===== config.mk =====
export PLATFORM = sky130hd
export DESIGN_NAME = tmr_prescaler
export DESIGN_NICKNAME = d
export VERILOG_FILES = /design/src/rtl/tpre_pkg.sv /design/src/rtl/tpre_ctrl.sv /design/src/rtl/tpre_divider.sv /design/src/rtl/tpre_edge.sv /design/src/rtl/tpre_srcsel.sv /design/src/rtl/tmr_prescaler.sv
export SDC_FILE = /design/constraint.sdc
export NUM_CORES = 1
export LEC_CHECK = 0
export ABC_AREA = 1
export CAP_MARGIN = 20
export CORE_MARGIN = 10
export CORE_UTILIZATION = 30
export CTS_CLUSTER_DIAMETER = 200
export DETAILED_ROUTE_END_ITERATION = 7
export GPL_TIMING_DRIVEN = 0
export HOLD_SLACK_MARGIN = 0.05
export PLACE_DENSITY = 0.52
export RECOVER_POWER = 25
export SLEW_MARGIN = 10
export SYNTH_ARGS = -nofsm -noshare
export SYNTH_HDL_FRONTEND = slang
export SYNTH_SLANG_ARGS = --single-unit

===== constraint.sdc =====
create_clock -name clk -period 2.4 [get_ports clk]
set_clock_uncertainty 0.2 [all_clocks]
set_input_delay 0.48 -clock clk [delete_from_list [all_inputs] [get_ports clk]]
set_output_delay 0.48 -clock clk [all_outputs]
set_load 0.02 [all_outputs]

===== src/rtl/tpre_pkg.sv =====
package tpre_pkg;

    localparam int REG_W    = 8;
    localparam int HOLD_BIT = 7;
    localparam int ARST_BIT = 1;
    localparam int SRST_BIT = 0;
    localparam int SEL_W    = 3;
    localparam int NTAP     = 4;

    typedef enum logic [SEL_W-1:0] {
        SRC_OFF      = 3'd0,
        SRC_SYS      = 3'd1,
        SRC_DIV8     = 3'd2,
        SRC_DIV64    = 3'd3,
        SRC_DIV256   = 3'd4,
        SRC_DIV1024  = 3'd5,
        SRC_PIN_FALL = 3'd6,
        SRC_PIN_RISE = 3'd7
    } src_sel_e;

    typedef struct packed {
        logic hold;
        logic arst;
        logic srst;
    } ctrl_t;

    // log2 of the divisor behind each divided tap
    function automatic int tap_shift(input int idx);
        case (idx)
            0:       return 3;
            1:       return 6;
            2:       return 8;
            default: return 10;
        endcase
    endfunction

endpackage


===== src/rtl/tpre_ctrl.sv =====
module tpre_ctrl
    import tpre_pkg::*;
(
    input  logic             clk,
    input  logic             rst_n,
    input  logic             wr,
    input  logic [REG_W-1:0] wdata,
    output logic [REG_W-1:0] rdata,
    output logic             srst,
    output logic             arst
);

    ctrl_t st_d, st_q;
    logic  unused_wbits;

    assign unused_wbits = ^wdata[HOLD_BIT-1:ARST_BIT+1];

    always_comb begin
        st_d = st_q;
        if (wr) begin
            st_d.hold = wdata[HOLD_BIT];
            st_d.arst = wdata[ARST_BIT];
            st_d.srst = wdata[SRST_BIT];
        end else if (!st_q.hold) begin
            // one-shot behaviour outside hold mode
            st_d.arst = 1'b0;
            st_d.srst = 1'b0;
        end
    end

    always_ff @(posedge clk or negedge rst_n) begin
        if (!rst_n) st_q <= '0;
        else        st_q <= st_d;
    end

    always_comb begin
        rdata           = '0;
        rdata[HOLD_BIT] = st_q.hold;
        rdata[ARST_BIT] = st_q.arst;
        rdata[SRST_BIT] = st_q.srst;
    end

    assign srst = st_q.srst;
    assign arst = st_q.arst;

endmodule


===== src/rtl/tpre_divider.sv =====
module tpre_divider
    import tpre_pkg::*;
#(
    parameter int PSC_W = 10
) (
    input  logic            clk,
    input  logic            rst_n,
    input  logic            clr,
    output logic [NTAP-1:0] tick
);

    typedef struct packed {
        logic [PSC_W-1:0] cnt;
    } div_t;

    div_t st_d, st_q;

    always_comb begin
        st_d = st_q;
        if (clr) st_d.cnt = '0;
        else     st_d.cnt = st_q.cnt + PSC_W'(1);
    end

    always_ff @(posedge clk or negedge rst_n) begin
        if (!rst_n) st_q <= '0;
        else        st_q <= st_d;
    end

    for (genvar t = 0; t < NTAP; t++) begin : g_tap
        localparam int SH = tap_shift(t);
        // tick on the cycle whose successor wraps the low SH bits to zero
        assign tick[t] = !clr && (&st_q.cnt[SH-1:0]);
    end

endmodule


===== src/rtl/tpre_edge.sv =====
module tpre_edge #(
    parameter int SYNC_STAGES = 2
) (
    input  logic clk,
    input  logic rst_n,
    input  logic pin,
    output logic rise,
    output logic fall
);

    typedef struct packed {
        logic [SYNC_STAGES-1:0] chain;
        logic                   prev;
    } edge_t;

    edge_t st_d, st_q;

    always_comb begin
        st_d       = st_q;
        st_d.chain = {st_q.chain[SYNC_STAGES-2:0], pin};
        st_d.prev  = st_q.chain[SYNC_STAGES-1];
    end

    always_ff @(posedge clk or negedge rst_n) begin
        if (!rst_n) st_q <= '0;
        else        st_q <= st_d;
    end

    assign rise =  st_q.chain[SYNC_STAGES-1] && !st_q.prev;
    assign fall = !st_q.chain[SYNC_STAGES-1] &&  st_q.prev;

endmodule


===== src/rtl/tpre_srcsel.sv =====
module tpre_srcsel
    import tpre_pkg::*;
(
    input  logic [SEL_W-1:0] sel,
    input  logic             srst,
    input  logic [NTAP-1:0]  tick,
    input  logic             rise,
    input  logic             fall,
    output logic             en
);

    always_comb begin
        case (src_sel_e'(sel))
            SRC_OFF:      en = 1'b0;
            SRC_SYS:      en = !srst;
            SRC_DIV8:     en = tick[0];
            SRC_DIV64:    en = tick[1];
            SRC_DIV256:   en = tick[2];
            SRC_DIV1024:  en = tick[3];
            SRC_PIN_FALL: en = fall;
            SRC_PIN_RISE: en = rise;
            default:      en = 1'b0;
        endcase
    end

endmodule


===== src/rtl/tmr_prescaler.sv =====
module tmr_prescaler
    import tpre_pkg::*;
#(
    parameter int NCNT        = 2,
    parameter int PSC_W       = 10,
    parameter int SYNC_STAGES = 2
) (
    input  logic                  clk,
    input  logic                  rst_n,
    input  logic                  reg_wr,
    input  logic [REG_W-1:0]      reg_wdata,
    output logic [REG_W-1:0]      reg_rdata,
    input  logic [SEL_W*NCNT-1:0] clk_sel,
    input  logic [NCNT-1:0]       ext_pin,
    output logic [NCNT-1:0]       cnt_en,
    output logic                  async_psc_rst
);

    logic            srst;
    logic [NTAP-1:0] tick;

    tpre_ctrl u_ctrl (
        .clk   (clk),
        .rst_n (rst_n),
        .wr    (reg_wr),
        .wdata (reg_wdata),
        .rdata (reg_rdata),
        .srst  (srst),
        .arst  (async_psc_rst)
    );

    tpre_divider #(.PSC_W(PSC_W)) u_div (
        .clk   (clk),
        .rst_n (rst_n),
        .clr   (srst),
        .tick  (tick)
    );

    for (genvar i = 0; i < NCNT; i++) begin : g_cnt
        logic rise, fall;

        tpre_edge #(.SYNC_STAGES(SYNC_STAGES)) u_edge (
            .clk   (clk),
            .rst_n (rst_n),
            .pin   (ext_pin[i]),
            .rise  (rise),
            .fall  (fall)
        );

        tpre_srcsel u_sel (
            .sel   (clk_sel[SEL_W*i +: SEL_W]),
            .srst  (srst),
            .tick  (tick),
            .rise  (rise),
            .fall  (fall),
            .en    (cnt_en[i])
        );
    end

endmodule


==> results.md <==
* Clk slew on worst S/H paths at between 0.1 and 0.15 ns
* Mapped cell area at ~1000 sq um
* Top delay family on crit path: buffers and inverters
* F_max at between 0.4 and 0.5 GHz
* Min Tclk post-route at roughly 2.3 ns
* Die X at just under 80 um
* RSZ-0062 raised after global routing: false
* Register area at roughly 480 sq um
* Chip height at 78.91 um
* Cts bufs inserted at 3
* CTS tree: built
* Crit path buffers/inverters at 3
* Vias in the first global route at between 800 and 900
* Power Density at between 500 and 600 nW/um^2
* Max-cap violation count at 0
* Post-route ant nets at 0
* Die ar. at roughly 6200 sq um
* IO Port Bufs at 19
* Layout cells sized above 1 at 0.1939
* First-pass GRT wire length at ~3.7 mm
* Clk_lat worst skew at approximately 0.29 ns
* Fillers at around 360
* Number of I/O pins at 30
* DR DRC count at 0
* Initial Util at 0.3120
* Yosys cell types at 21
* Slowest Stage Delay on Critical Path at 0.48 ns
* DRT iter0 DRCs at 37
* Synth Register Bits at 19
* Setup crit end kind: primary output
* Routability cong. at around 0.8
* CTS H-tree lvls at 1
* Pleak at between 0.0007 and 0.0008 uW
* Final wirelength at about 2.3 mm
* Pins over their slew limit at 0
* Finished Layout Cells at 211
* Worst-margin pin slew at 0.8616 ns
* Critical path cell sequence: clkdlybuf4s50_1, inv_1, nor3_1, nand3_2, nand4_1, buf_6
* Rows at 21
* WS Path Type: input port to primary output
* Min-Delay Path Class: flop to flop
* Area delta synth->final at 35.82%
* Final Cycle Share at 0.9653
* Final hold viol count at 0
* Final-stage net count at about 190
* Core Area at 3337 sq um
* Cells after DPL at approximately 200
* Detailed placer's ending HPWL at ~1.7 mm
* Final setup fails at 0
* Relative slew slack at 0.4238
* Status: finished clean
* Cell Area, Placed at 1304 sq um
* Drt pass-1 iters at 4
* Syn avg cell area at 7.711 sq um
* YS warnings at 0
* Clock Sink Count at 19
* CP Launch Type: input port
* Seq/Total Area, Yosys at 0.4567
* Crit path DAT at between 1.5 and 2 ns
* Number of vias per cell at approximately 4.4
* Largest net degree at the start of global routing at 20
* Clk root buf: clkbuf_4
* Power Total at ~720 uW
* Syn Inst Count at 135
* Via Count at ~920
* Grt ovf at 0
* Slowest stage cell, crit path: clkdlybuf4s50_1
* Total track usage at 0.07246
* Initial antenna violation count at 0
* Worst path required time at around 1.7 ns
* Multi-input logic area at about 500 sq um
* Wirelength per Cell at 10.96 um
* Design Area, Final at around 1400 sq um
* Clock tree buffer depth at 2
* VDD IR max at 191.8 uV
* Ant. Diodes at 0
* Crit path max fanout at 4
## path summary, 6_finish.rpt
path	from	to	slack [ns]	cells past startpoint
worst max-delay path	clk_sel[5]	cnt_en[1]	0.08	6
worst min-delay path	g_cnt[1].u_edge.st_d[2]	g_cnt[1].u_edge.st_d[0]	0.16	0
worst max register to register	u_div.st_q[1]	u_div.st_q[8]	0.90	7
worst min register to register	g_cnt[1].u_edge.st_d[2]	g_cnt[1].u_edge.st_d[0]	0.16	0
max in group asynchronous	rst_n	u_ctrl.srst	0.95	1
min in group asynchronous	rst_n	g_cnt[0].u_edge.st_q[0]	0.47	1
## synthesized netlist by cell type (all sizes together)
| library cell | number | area [sq um] |
|---|---|---|
| nor3 | 3 | 26.28 |
| inv | 19 | 71.31 |
| o21ai | 3 | 15.01 |
| buf | 10 | 72.56 |
| dfrtp | 19 | 475.5 |
| a21oi | 8 | 40.04 |
| conb | 1 | 3.750 |
| a31oi | 1 | 6.260 |
| ha | 2 | 25.02 |
| o21bai | 2 | 15.01 |
| nand4 | 3 | 18.77 |
| o21a | 1 | 7.510 |
| nor2 | 23 | 91.34 |
| nand3b | 1 | 7.510 |
| nand3 | 11 | 55.05 |
| nand2 | 28 | 110.1 |
## worst register-to-register path, cell delays in order (launching register included)
cell	delay (ns)
dfrtp_1	0.41
ha_4	0.16
nand2_2	0.06
nor2_4	0.13
nand2_4	0.09
buf_4	0.15
a21oi_1	0.12
o21a_1	0.13
## power breakdown
group | total, uW | switching [uW] | internal (uW) | leakage [uW]
Sequential | 380 | 28.8 | 351 | 0.000241
Clock | 161 | 96.6 | 64.6 | 0.0000150
Combinational | 180 | 95.6 | 84.9 | 0.000452
## cell usage in the layout (no fill, tap or decap), types with 2 or more instances in the layout
cell and count:
nand2_2 2, nand3_2 2, dfrtp_1 18, buf_4 11
nand3_1 9, nor2_4 3, nor2_1 18, a21oi_1 8
dlygate4sd3_1 3, clkdlybuf4s50_1 13, o21bai_1 2, nor2_2 2
o21ai_0 3, conb_1 5, nand4_1 3, nand2_1 25
clkbuf_4 5, buf_6 2, nor3_1 2, inv_1 18
## sequential cells by signal, indices dropped and copies added (netlist names)
signal             flops
g_cnt.u_edge.st_d      4
u_ctrl.rdata           1
u_div.st_q            10
u_ctrl.arst            1
u_ctrl.srst            1
g_cnt.u_edge.st_q      2
## stage by stage
step                setup WS, ns  TNS [ns]  hold WS, ns    util
floorplan                 0.5178         0     -0.01559       -
finish                   0.08325         0       0.1597  0.4237
CTS                     0.006375         0       0.1638  0.4049
global placement         -0.4041   -0.7994       0.1338  0.3907
detailed placement       -0.4343   -0.8554       0.1371  0.3907
global route            0.004129         0       0.1676  0.4237
## logic make-up after synthesis
group	Yosys count	synth area share
and+or+nand+nor	69	0.2969
buffers and inverters	29	0.1382
DFF	19	0.4567
AOI/OAI and AO/OA	15	0.08053
adders and majority gates	2	0.02403
other	1	0.003602
## layer usage
metal,vias to the layer above,track usage,wire length (um)
met5,-,0,0
met4,0,0.02688,16
met3,2,0.03491,188
met2,23,0.1201,1067
met1,422,0.07874,1041
li1,474,-,-
## timing repair
item | in CTS | in global routing
setup endpoints to repair | 2 | 2
pin swaps | 1 | 6
hold buffers | 0 | 0
hold endpoints to repair | 0 | 0
resized for setup | 14 | 13
setup buffers | 2 | 3
## area by class of cell
| class | instances | area share |
|---|---|---|
| buffer | 8 | 0.04248 |
| clock buffer | 4 | 0.01858 |
| inverter | 19 | 0.05044 |
| multi-input combinational | 91 | 0.3460 |
| sequential | 19 | 0.3372 |
| tap | 46 | 0.04071 |
| timing repair buffer | 24 | 0.1646 |
Note: power is estimated with default switching activity, not from simulation.
